### config.mk
export PLATFORM = sky130hd
export DESIGN_NAME = mcic_core
export DESIGN_NICKNAME = d
export VERILOG_FILES = /design/src/rtl/mcic_pkg.sv /design/src/rtl/mcic_decode.sv /design/src/rtl/mcic_state.sv /design/src/rtl/mcic_pend.sv /design/src/rtl/mcic_core.sv
export SDC_FILE = /design/constraint.sdc
export NUM_CORES = 1
export LEC_CHECK = 0
export ABC_AREA = 1
export ABC_CLOCK_PERIOD_IN_PS = 2850
export BUFFER_PORTS_ARGS = -buffer_cell sky130_fd_sc_hd__buf_2
export CORE_ASPECT_RATIO = 0.6
export CORE_MARGIN = 2
export CORE_UTILIZATION = 45
export CTS_CLUSTER_SIZE = 20
export DETAILED_ROUTE_END_ITERATION = 10
export PLACE_DENSITY_LB_ADDON = 0.15
export SLEW_MARGIN = 40
export SYNTH_ARGS = -nofsm -noshare
export SYNTH_HDL_FRONTEND = slang
export SYNTH_HIERARCHICAL = 1
export SYNTH_SLANG_ARGS = --single-unit
### constraint.sdc
create_clock -name clk -period 2.85 [get_ports clk]
set_clock_uncertainty 0.15 [all_clocks]
set_input_delay 0.57 -clock clk [delete_from_list [all_inputs] [get_ports clk]]
set_output_delay 0.57 -clock clk [all_outputs]
set_load 0.005 [all_outputs]
### src/rtl/mcic_pkg.sv
package mcic_pkg;
    localparam int DEF_NUM_SRC = 32;
    localparam int DEF_NUM_CPU = 4;
    localparam int LOCAL_SRC   = 2;
    localparam int ACK_NONE    = 1023;

    localparam int OFF_CTRL     = 'h000;
    localparam int OFF_EN_SET   = 'h030;
    localparam int OFF_EN_CLR   = 'h034;
    localparam int OFF_ACK      = 'h044;
    localparam int OFF_MSK_SET  = 'h048;
    localparam int OFF_MSK_CLR  = 'h04C;
    localparam int OFF_ROUTE    = 'h100;

    typedef enum logic [2:0] {
        OP_NONE,
        OP_EN_SET,
        OP_EN_CLR,
        OP_MSK_SET,
        OP_MSK_CLR,
        OP_ROUTE
    } wr_op_e;

    typedef enum logic [1:0] {
        RD_NONE,
        RD_CTRL,
        RD_ACK,
        RD_ROUTE
    } rd_sel_e;
endpackage

### src/rtl/mcic_decode.sv
module mcic_decode
    import mcic_pkg::*;
#(
    parameter int NUM_SRC = DEF_NUM_SRC,
    parameter int ADDR_W  = 12,
    parameter int DATA_W  = 32,
    localparam int SRC_W  = $clog2(NUM_SRC)
) (
    input  logic              wr,
    input  logic              rd,
    input  logic [ADDR_W-1:0] addr,
    input  logic [DATA_W-1:0] wdata,
    output wr_op_e            op,
    output rd_sel_e           rsel,
    output logic [SRC_W-1:0]  widx,
    output logic [SRC_W-1:0]  ridx
);
    localparam logic [ADDR_W-1:0] RT_LO   = ADDR_W'(OFF_ROUTE);
    localparam logic [ADDR_W-1:0] RT_SPAN = ADDR_W'(4 * NUM_SRC);

    logic [ADDR_W-1:0] rt_off;
    logic              rt_hit;
    logic              idx_ok;

    always_comb begin
        rt_off = addr - RT_LO;
        rt_hit = (addr >= RT_LO) && (rt_off < RT_SPAN) && (rt_off[1:0] == 2'b00);
        ridx   = rt_off[SRC_W+1:2];
        idx_ok = wdata < DATA_W'(NUM_SRC);
        widx   = wdata[SRC_W-1:0];

        op = OP_NONE;
        if (wr) begin
            if (rt_hit)                                     op = OP_ROUTE;
            else if (idx_ok && addr == ADDR_W'(OFF_EN_SET))  op = OP_EN_SET;
            else if (idx_ok && addr == ADDR_W'(OFF_EN_CLR))  op = OP_EN_CLR;
            else if (idx_ok && addr == ADDR_W'(OFF_MSK_SET)) op = OP_MSK_SET;
            else if (idx_ok && addr == ADDR_W'(OFF_MSK_CLR)) op = OP_MSK_CLR;
        end

        rsel = RD_NONE;
        if (rd) begin
            if (rt_hit)                                 rsel = RD_ROUTE;
            else if (addr == ADDR_W'(OFF_CTRL))         rsel = RD_CTRL;
            else if (addr == ADDR_W'(OFF_ACK))          rsel = RD_ACK;
        end
    end
endmodule

### src/rtl/mcic_state.sv
module mcic_state
    import mcic_pkg::*;
#(
    parameter int NUM_SRC = DEF_NUM_SRC,
    parameter int NUM_CPU = DEF_NUM_CPU,
    localparam int SRC_W  = $clog2(NUM_SRC),
    localparam int CPU_W  = $clog2(NUM_CPU)
) (
    input  logic                                  clk,
    input  logic                                  rst,
    input  wr_op_e                                op,
    input  logic [SRC_W-1:0]                      widx,
    input  logic [SRC_W-1:0]                      ridx,
    input  logic [CPU_W-1:0]                      cpu,
    input  logic [NUM_CPU-1:0]                    route_wdata,
    output logic [NUM_SRC-1:LOCAL_SRC]            en_q,
    output logic [NUM_CPU-1:0][NUM_SRC-1:0]       mask_q,
    output logic [NUM_SRC-1:0][NUM_CPU-1:0]       route_q
);
    always_ff @(posedge clk) begin
        if (rst) begin
            en_q    <= '0;
            mask_q  <= '1;
            route_q <= '0;
        end else begin
            case (op)
                OP_EN_SET:  if (int'(widx) >= LOCAL_SRC) en_q[widx] <= 1'b1;
                OP_EN_CLR:  if (int'(widx) >= LOCAL_SRC) en_q[widx] <= 1'b0;
                OP_MSK_SET: mask_q[cpu][widx] <= 1'b1;
                OP_MSK_CLR: mask_q[cpu][widx] <= 1'b0;
                OP_ROUTE:   route_q[ridx] <= route_wdata;
                default: ;
            endcase
        end
    end

    assert_en_set_R3: assert property (@(posedge clk) disable iff (rst)
        (op == OP_EN_SET && int'(widx) >= LOCAL_SRC) |=> en_q[$past(widx)]);

    assert_en_clr_R3: assert property (@(posedge clk) disable iff (rst)
        (op == OP_EN_CLR && int'(widx) >= LOCAL_SRC) |=> !en_q[$past(widx)]);

    assert_mask_set_R4: assert property (@(posedge clk) disable iff (rst)
        (op == OP_MSK_SET) |=> mask_q[$past(cpu)][$past(widx)]);

    assert_mask_clr_R4: assert property (@(posedge clk) disable iff (rst)
        (op == OP_MSK_CLR) |=> !mask_q[$past(cpu)][$past(widx)]);

    for (genvar c = 0; c < NUM_CPU; c++) begin : g_mask_iso
        assert_mask_isolated_R4: assert property (@(posedge clk) disable iff (rst)
            ((op == OP_MSK_SET || op == OP_MSK_CLR) && int'(cpu) != c)
            |=> $stable(mask_q[c]));
    end
endmodule

### src/rtl/mcic_pend.sv
module mcic_pend
    import mcic_pkg::*;
#(
    parameter int NUM_SRC = DEF_NUM_SRC,
    parameter int NUM_CPU = DEF_NUM_CPU,
    localparam int SRC_W  = $clog2(NUM_SRC)
) (
    input  logic                                  clk,
    input  logic                                  rst,
    input  logic [NUM_SRC-1:LOCAL_SRC]            glb_lvl,
    input  logic [NUM_CPU*LOCAL_SRC-1:0]          cpu_lvl,
    input  logic [NUM_SRC-1:LOCAL_SRC]            en_q,
    input  logic [NUM_CPU-1:0][NUM_SRC-1:0]       mask_q,
    input  logic [NUM_SRC-1:LOCAL_SRC][NUM_CPU-1:0] route,
    output logic [NUM_CPU-1:0]                    irq,
    output logic [NUM_CPU-1:0][SRC_W-1:0]         ack_idx
);
    function automatic logic [SRC_W-1:0] first_set(input logic [NUM_SRC-1:0] v);
        logic [SRC_W-1:0] r;
        r = '0;
        for (int i = NUM_SRC - 1; i >= 0; i--) begin
            if (v[i]) r = SRC_W'(i);
        end
        return r;
    endfunction

    logic [NUM_CPU-1:0][NUM_SRC-1:0] pend;

    for (genvar c = 0; c < NUM_CPU; c++) begin : g_cpu
        for (genvar n = 0; n < NUM_SRC; n++) begin : g_src
            if (n < LOCAL_SRC) begin : g_local
                assign pend[c][n] = cpu_lvl[c*LOCAL_SRC+n] & ~mask_q[c][n];
            end else begin : g_global
                assign pend[c][n] = glb_lvl[n] & en_q[n] & route[n][c] & ~mask_q[c][n];
            end
        end

        assign irq[c]     = |pend[c];
        assign ack_idx[c] = first_set(pend[c]);

        assert_irq_points_pending_R9: assert property (@(posedge clk) disable iff (rst)
            irq[c] |-> pend[c][ack_idx[c]]);

        assert_lowest_first_R8: assert property (@(posedge clk) disable iff (rst)
            irq[c] |-> ((pend[c] & ~({NUM_SRC{1'b1}} << ack_idx[c])) == '0));

        for (genvar n = 0; n < LOCAL_SRC; n++) begin : g_lchk
            assert_local_bypass_R7: assert property (@(posedge clk) disable iff (rst)
                (cpu_lvl[c*LOCAL_SRC+n] && !mask_q[c][n]) |-> irq[c]);
        end
    end
endmodule

### src/rtl/mcic_core.sv
module mcic_core
    import mcic_pkg::*;
#(
    parameter int NUM_SRC = DEF_NUM_SRC,
    parameter int NUM_CPU = DEF_NUM_CPU,
    parameter int ADDR_W  = 12,
    parameter int DATA_W  = 32,
    localparam int SRC_W  = $clog2(NUM_SRC),
    localparam int CPU_W  = $clog2(NUM_CPU)
) (
    input  logic                         clk,
    input  logic                         rst,
    input  logic                         bus_wr,
    input  logic                         bus_rd,
    input  logic [CPU_W-1:0]             bus_cpu,
    input  logic [ADDR_W-1:0]            bus_addr,
    input  logic [DATA_W-1:0]            bus_wdata,
    output logic [DATA_W-1:0]            bus_rdata,
    input  logic [NUM_SRC-1:LOCAL_SRC]   glb_lvl,
    input  logic [NUM_CPU*LOCAL_SRC-1:0] cpu_lvl,
    output logic [NUM_CPU-1:0]           irq_o
);
    wr_op_e                           op;
    rd_sel_e                          rsel;
    logic [SRC_W-1:0]                 widx;
    logic [SRC_W-1:0]                 ridx;
    logic [NUM_SRC-1:LOCAL_SRC]       en_q;
    logic [NUM_CPU-1:0][NUM_SRC-1:0]  mask_q;
    logic [NUM_SRC-1:0][NUM_CPU-1:0]  route_q;
    logic [NUM_CPU-1:0][SRC_W-1:0]    ack_idx;

    mcic_decode #(.NUM_SRC(NUM_SRC), .ADDR_W(ADDR_W), .DATA_W(DATA_W)) u_decode (
        .wr(bus_wr), .rd(bus_rd), .addr(bus_addr), .wdata(bus_wdata),
        .op(op), .rsel(rsel), .widx(widx), .ridx(ridx)
    );

    mcic_state #(.NUM_SRC(NUM_SRC), .NUM_CPU(NUM_CPU)) u_state (
        .clk(clk), .rst(rst), .op(op), .widx(widx), .ridx(ridx), .cpu(bus_cpu),
        .route_wdata(bus_wdata[NUM_CPU-1:0]),
        .en_q(en_q), .mask_q(mask_q), .route_q(route_q)
    );

    mcic_pend #(.NUM_SRC(NUM_SRC), .NUM_CPU(NUM_CPU)) u_pend (
        .clk(clk), .rst(rst), .glb_lvl(glb_lvl), .cpu_lvl(cpu_lvl),
        .en_q(en_q), .mask_q(mask_q), .route(route_q[NUM_SRC-1:LOCAL_SRC]),
        .irq(irq_o), .ack_idx(ack_idx)
    );

    always_ff @(posedge clk) begin
        if (rst) begin
            bus_rdata <= '0;
        end else if (bus_rd) begin
            case (rsel)
                RD_CTRL:  bus_rdata <= DATA_W'(NUM_SRC) << 2;
                RD_ACK:   bus_rdata <= irq_o[bus_cpu] ? DATA_W'(ack_idx[bus_cpu])
                                                      : DATA_W'(ACK_NONE);
                RD_ROUTE: bus_rdata <= DATA_W'(route_q[ridx]);
                default:  bus_rdata <= '0;
            endcase
        end
    end

    assert_ack_none_R8: assert property (@(posedge clk) disable iff (rst)
        (rsel == RD_ACK && !irq_o[bus_cpu]) |=> (bus_rdata == DATA_W'(ACK_NONE)));

    assert_bad_index_ignored_R3: assert property (@(posedge clk) disable iff (rst)
        (bus_wr && (bus_addr == ADDR_W'(OFF_EN_SET) || bus_addr == ADDR_W'(OFF_EN_CLR))
         && bus_wdata >= DATA_W'(NUM_SRC)) |=> $stable(en_q));
endmodule

Yosys cells after proc, flatten, opt, wreduce, memory -nomap -nowiden
Cells that the tools add are included.
{"block": "totals", "in_bits": 88, "wordCells": 651, "ff_bits": 318}
{"block": "classes", "n_addsub": 1, "order_cmp": 10, "n_mux": 157, "bitwise": 412, "eq_ne": 15, "n_reduce_logical": 18}
{"cell": "$mux 5", "n": 129}
{"cell": "$and 1x1->1", "n": 278}
{"cell": "$pmux 128 s2", "n": 1}
{"cell": "$and 128x128->128", "n": 1}
{"cell": "$bwmux 128", "n": 1}
{"cell": "$not 1->1", "n": 128}
{"cell": "$not 128->128", "n": 1}
{"cell": "$or 128x128->128", "n": 1}
{"cell": "$reduce_or 32->1", "n": 4}
{"cell": "$demux 32 s2", "n": 1}
{"cell": "$mux 30", "n": 2}
{"cell": "$pmux 30 s2", "n": 1}
{"cell": "$eq 12x7->1 const B", "n": 3}
{"cell": "$lt 32x6->1 const B", "n": 1}
{"cell": "$mux 32", "n": 1}
{"cell": "$and 30x30->30", "n": 1}
{"cell": "$not 30->30", "n": 1}
{"cell": "$or 30x30->30", "n": 1}
{"cell": "$pmux 10 s3", "n": 1}
{"cell": "$eq 12x6->1 const B", "n": 2}
{"cell": "$bmux 4 s5", "n": 1}
{"cell": "$demux 4 s5", "n": 1}
{"cell": "$mux 3", "n": 6}
{"cell": "$ge 12x9->1 const B", "n": 1}
{"cell": "other kinds (25)", "n": 45}

Depth between registers and ports, before layout
Gate-level depths: netlist of the first run.
{"block": "depth", "word_depth": 39, "ltp_mapped": 37, "mapped_depth_nobuf": 37}

Hierarchy
The synthesis of the first run kept the hierarchy.
{"mod": "mcic_state", "area_each_um2": 11882.6, "instances": 1, "cells_each": 1627}
{"mod": "mcic_pend", "area_each_um2": 3236.9, "instances": 1, "cells_each": 706}
{"mod": "mcic_core", "area_each_um2": 1959.4, "instances": 1, "cells_each": 394}
{"mod": "mcic_decode", "area_each_um2": 520.5, "instances": 1, "cells_each": 102}

Least setup slack after synthesis of the first run
Ideal clock, no wire load.
{"block": "synth_path", "kind": "input -> register", "startpoint": "input glb_lvl[30] in the netlist's numbering", "endpoint": "register bus_rdata[0]", "arrival_ns": 2.503, "path_buffers": 0, "cell_stages": 37, "path_slack_ns": 0.127, "path_cell_list": "nand2_2 clkinv_2 nand2_1 nand2_1 nand2_1 nand2_1 nand2_1 nand2_1 nand2_1 nand2_1 nand2_1 nand2_1 nand2_1 nand2_1 nand2_1 nand2_1 nand2_1 nand2_1 nand2_1 nand2_1 nand2_1 nand2_1 nand2_1 nand2_1 nand2_1 nand2_1 nand2_1 nand2_1 nand2_1 nand2_1 nand2_1 nand2_1 a21oi_2 o21ai_0 o22ai_1 a21oi_1 a21oi_1"}
{"element": "start: declaration", "line_no": "mcic_core.sv:19", "rtl": "input logic [NUM_SRC-1:LOCAL_SRC] glb_lvl,"}
{"element": "end signal: assignment", "line_no": "mcic_core.sv:54", "rtl": "RD_CTRL: bus_rdata <= DATA_W'(NUM_SRC) << 2;"}
{"element": "end signal: assignment", "line_no": "mcic_core.sv:55", "rtl": "RD_ACK: bus_rdata <= irq_o[bus_cpu] ? DATA_W'(ack_idx[bus_cpu])"}
{"element": "end signal: assignment", "line_no": "mcic_core.sv:57", "rtl": "RD_ROUTE: bus_rdata <= DATA_W'(route_q[ridx]);"}
{"element": "end: declaration", "line_no": "mcic_core.sv:18", "rtl": "output logic [DATA_W-1:0] bus_rdata,"}

==> results.yml, run 1 <==
status:
  status: "complete, but fails checks"
  violations: "setup timing"
yosys:
  ys_seq_elements: 293
  synth_compound_area_share_pct: 7.21
  syn_area_um2: 17600
  yosys.area_share.xor_xnor_pct: 0
  ys_warn_count: 6
  synthSimpleGateAreaFrac_pct: 45.0
  synth_fa_ha_area_share_pct: 0
  syn_area_per_cell_um2: 6.22
  synth_top_family_by_area: "simple AND/OR/NAND/NOR gates"
  netlist_instances: 2829
  synth_cell_types: 36
  synth-seq-area-share_pct: 33.3
  synthMuxAreaShare_pct: 0
power_and_ir_drop:
  ir_drop_mv: 0.406
  pwr-share-seq_pct: 46.0
  fin_total_pwr_w: 0.00892
  p_sw_share_pct: 26.1
  p_int_w: 0.00659
  power_density_nw_per_um2: 413
  p_switching_w: 0.00233
  power_frac_clock_pct: 46.0
  power_frac_comb_pct: 8.0
  power.leakage_nw: 9.12
critical_path:
  crit_fanout: 2
  reg2regPathDepth: 37
  end_kind: "flip-flop"
  crit_top_cell: "nand2_1"
  slowest_stage: "dfxtp_2"
  critPathRequiredTime_ps: 3220
  cp_data_arrival_time_ps: 3430
  start_kind: "flip-flop"
  cpPeakStageDelay_ps: 320
  path_class: "flip-flop to flip-flop"
cells_and_area:
  area_growth_pct: 22.7
  mostFrequentLayoutCells: "nand2_1, nand3_1, nor2_1"
  final_cells: 3571
  diodes: 0
  final_util_pct: 55.6
  layout.nets: 3114
  layout_commonest_cell: "nand2_1"
  drive_gt1_share_pct: 20.3
clocking:
  cts.sink_count: 293
  cts_tree: "done"
  h-tree-depth: 1
  clk_pin_slew_ps: 60
  root_buffer: "clkbuf_16"
  clkLatencyLatePin_ps: 590
  cts.path.max_buffers: 3
  cts-buffers-inserted: 30
drt:
  drtPass1Iterations: 6
  vias: 20300
  ant_nets: 0
  drc: 0
  wl_per_cell_um: 20.6
  drt_iter0_drc: 2946
  vias_per_cell: 5.70
  wl_mm: 73.4
placement:
  dp_cells: 3500
  gp_congestion: 1.00
  hpwl_mm: 54.3
  dpl_worst_slack_ps: -524
  port_buffers: 101
timing:
  fmax_mhz: 327
  rsz0062_at_grt: "true"
  slew_headroom_pct: 54.2
  final.period_utilization_pct: 107
  hold_viol: 0
  fin_crit_ps: 3060
  layout_setup_ws_ps: -208
  finalSetupViolCount: 6
  worst_slew_pin_slew_ps: 687
  drv_slew: 0
global_routing:
  grt_max_degree: 65
  grt_pass1_vias: 17800
  antenna_found_initial: 0
  grt.overflow.total: 0
  track_usage_pct: 35.0
  grt_pass1_wl_mm: 109
floorplanning:
  ios: 124
  core_area_um2: 38800
  initial_core_util_pct: 45.3
  num_rows: 56
  die_area_um2: 40800
  dieHeight_um: 157
  die_x_um: 259
hold_path:
  hold_depth: 2
  hp-class: "input port to flip-flop"
flow_run:
  maxCapViolCount: 0
[per-layer routing]
metal | track usage, % | share of wire, % | wire length [um]
met2 | 50.7 | 41 | 30000
met3 | 6.68 | 12 | 9030
met1 | 52.7 | 44 | 32600
met5 | 0 | 0 | 0
met4 | 8.68 | 2.4 | 1750
[critical path, delay by kind of cell, from the launching register on]
kind / cells / cell delay, ps
simple gates: 32 / 1930
compound gates: 4 / 570
flops: 1 / 320
buf+inv: 1 / 60
[cell type report]
type | count | area [um^2]
fillers | 3856 | 17200
repair buffers | 335 | 2570
well taps | 522 | 653
clock buffers | 46 | 922
clock inverters | 9 | 77.6
flip-flops and latches | 293 | 5900
inverters | 359 | 1580
multi-input cells | 2007 | 9890
[power groups by stage]
stage	Sequential (W)	Combinational (W)	Clock [W]
6_report	0.00410	0.000718	0.00410
5_1_grt	0.00410	0.000756	0.00431
4_1_cts	0.00410	0.000686	0.00411
3_5_place_dp	0.00419	0.000680	0
3_3_place_gp	0.00419	0.000673	0
2_1_floorplan	0.00419	0.000412	0
[timing repair]
action	CTS	global route
setup endpoints to repair	10	7
setup buffers	16	9
hold buffers	0	0
resized for setup	140	60
pin swaps	43	27
[cells by family after synthesis]
family,after synthesis
AOI/OAI and AO/OA,246
buffers and inverters,550
other,1
and+or+nand+nor,1739
DFF,293
[metrics by stage]
stage          hold WS (ps)  setup TNS [ps]  instance area, um^2
4_1_cts                 166            -308                21300
2_1_floorplan           270               0                17700
6_report                177            -456                21600
3_5_place_dp            296           -4380                19800
3_3_place_gp            291           -3690                19800
5_1_grt                 202           -1300                21600
[path summary, 6_finish.rpt]
check,startpoint,end,slack [ps]
worst max-delay path,flip-flop,bus_rdata[0],-210
worst min-delay path,bus_rd,bus_rdata[8],180
worst max register to register,flip-flop,bus_rdata[0],-210
worst min register to register,flip-flop,flip-flop,300
[synthesized netlist by cell type (all sizes together)]
cell type / n / area [um^2]
nand3b: 12 / 90.1
nand3: 404 / 2040
a21oi: 95 / 498
nand2: 654 / 2480
o22ai: 5 / 31.3
nand4: 184 / 1150
nor3: 113 / 596
nor3b: 4 / 50.1
inv: 341 / 1280
o211ai: 2 / 15.0
bufinv: 16 / 280
buf: 106 / 658
o21ai: 143 / 716
nor2: 353 / 1410
nor4: 12 / 75.1
conb: 1 / 3.75
and2: 3 / 21.3
o221ai: 1 / 8.76
dfxtp: 293 / 5870
clkinv: 2 / 8.75
clkbuf: 85 / 319
No activity file was read; power rests on OpenSTA's default activity.
==> run 2, diff against run 1 <==
Settings changed: CORE_UTILIZATION 45 to 40, REMOVE_ABC_BUFFERS set to 1.
==> run 2 against run 1 <==
Effect of this change: the run still ends with setup timing left; utilization down 3.8 points; power grew 6.1%; worst setup slack worse by 120 ps; count of clock-buffer cells in the layout is 7 lower; combinational power rose by 9.5%; global-route usage is 2.8 points lower; largest cell class unchanged; highest routed layer unchanged.
==> results.yml, run 2 (same netlist as run 1, synthesis figures left out) <==
power_and_ir_drop:
  power_frac_clock_pct: 48.3
  ir_drop_mv: 0.407
  power_frac_comb_pct: 8.3
  p_sw_share_pct: 26.1
  p_int_w: 0.00699
  power.leakage_nw: 9.62
  power_density_nw_per_um2: 420
  pwr-share-seq_pct: 43.4
  p_switching_w: 0.00247
global_routing:
  track_usage_pct: 32.2
  grt_pass1_wl_mm: 113
  grt_max_degree: 70
  antenna_found_initial: 0
  grt.overflow.total: 0
  grt_pass1_vias: 18300
critical_path:
  cpPeakStageDelay_ps: 510
  critPathRequiredTime_ps: 3230
  slowest_stage: "nor3_1"
  start_kind: "flip-flop"
  crit_fanout: 3
  end_kind: "flip-flop"
  setup.worst_path.end: "bus_rdata[0]"
  reg2reg_slack_ps: -320
  reg2regPathDepth: 27
  r2r-end: "bus_rdata[0]"
  cp_data_arrival_time_ps: 3560
  path_class: "flip-flop to flip-flop"
  crit_top_cell: "nand2_1"
clocking:
  clk_pin_slew_ps: 70
  root_buffer: "clkbuf_16"
  h-tree-depth: 1
  cts_tree: "done"
  clkLatencyLatePin_ps: 600
  cts.sink_count: 293
  cts.path.max_buffers: 3
  postCtsHoldBufs: 0
  cts-buffers-inserted: 31
drt:
  drt_iter0_drc: 2340
  drtPass1Iterations: 6
  wl_per_cell_um: 20.4
  vias_per_cell: 5.52
  drc: 0
  wl_mm: 75.7
  ant_nets: 0
  vias: 20500
cells_and_area:
  diodes: 0
  layout.nets: 3200
  area_growth_pct: 27.9
  layout_commonest_cell: "nand2_1"
  mostFrequentLayoutCells: "nand2_1, nand3_1, nor2_1"
  drive_gt1_share_pct: 22.7
timing:
  finalSetupViolCount: 9
  final.period_utilization_pct: 111
  fin_crit_ps: 3170
  worst_slew_pin_slew_ps: 681
  fmax_mhz: 315
  slew_headroom_pct: 54.3
  drv_slew: 0
  hold_viol: 0
  layout_setup_ws_ps: -324
  tns_ps: -1020
  rsz0062_at_grt: "true"
floorplanning:
  num_rows: 59
  die_area_um2: 45700
  initial_core_util_pct: 40.5
  dieHeight_um: 166
  core_area_um2: 43400
  die_x_um: 275
  ios: 124
flow_run:
  maxCapViolCount: 0
status:
  status: "complete, but fails checks"
  violations: "setup timing"
placement:
  gp_congestion: 0.981
  hpwl_mm: 56.5
  dpl_worst_slack_ps: -713
  port_buffers: 101
hold_path:
  hp-class: "input port to flip-flop"
## run 2: cell count changes in the layout (fill, tap and decap cells not counted), moves of 5 or more
cell	previous run	this run
nand2_1	612	594
inv_2	46	32
inv_1	294	304
nand3_2	5	10
dfxtp_1	267	278
buf_6	14	23
nand2_2	26	46
dfxtp_2	25	15
bufinv_16	1	6
buf_4	203	278
## run 2: layout make-up
cell class | count | area [um^2]
multi-input cells | 2007 | 9940
inverters | 359 | 1590
flip-flops and latches | 293 | 5880
well taps | 579 | 724
fillers | 4372 | 20900
clock buffers | 39 | 866
repair buffers | 420 | 3260
clock inverters | 17 | 251
## run 2: worst min-delay path by stage
stage | from | endpoint | cells past startpoint
finish | bus_wdata[1] | u_state/route_q[21] | 3
global route | bus_rd | bus_rdata[8] | 2
CTS | bus_wdata[1] | u_state/route_q[21] | 3
detailed placement | flip-flop | flip-flop | 2
global placement | flip-flop | flip-flop | 2
floorplan | flip-flop | flip-flop | 2
## run 2: worst max-delay path, delay by kind of cell, from the launching register on
kind / cells / cell delay [ps]
flip-flops: 1 / 350
buffers and inverters: 2 / 450
AND/OR/NAND/NOR: 21 / 1560
AO/OA/AOI/OAI: 4 / 580
## run 2: layer usage
| metal | wire length, um | track usage (%) | share of wire, % |
|---|---|---|---|
| met5 | 0 | 0 | 0 |
| met4 | 1450 | 5.95 | 1.9 |
| met3 | 8560 | 7.17 | 11 |
| met2 | 28700 | 42.5 | 38 |
| met1 | 37000 | 52.1 | 49 |
## run 2: metrics by stage
stage                     cells  area (um^2)  utilization, %  power (W)  hold WS [ps]
after floorplan            2659        16700               -    0.00449           270
after global placement     3645        20600            47.3    0.00494           284
after detailed placement   3645        20600            47.3    0.00494           289
after CTS                  3709        22100            51.0    0.00948           171
after global routing       3714        22500            51.9    0.00971           211
final                      3714        22500            51.9    0.00946           211
## run 2: timing repair
item                                    in CTS  in global routing
buffers inserted                            13                  8
pin swaps                                   33                 49
gates resized for setup                    118                 92
endpoints found under the setup margin       6                 11
## run 2: power groups by stage
stage	Sequential (W)	Clock, W	Combinational, W
floorplan	0.00419	0	0.000292
global placement	0.00420	0	0.000743
detailed placement	0.00420	0	0.000745
CTS	0.00410	0.00463	0.000753
global route	0.00410	0.00478	0.000829
finish	0.00411	0.00457	0.000786
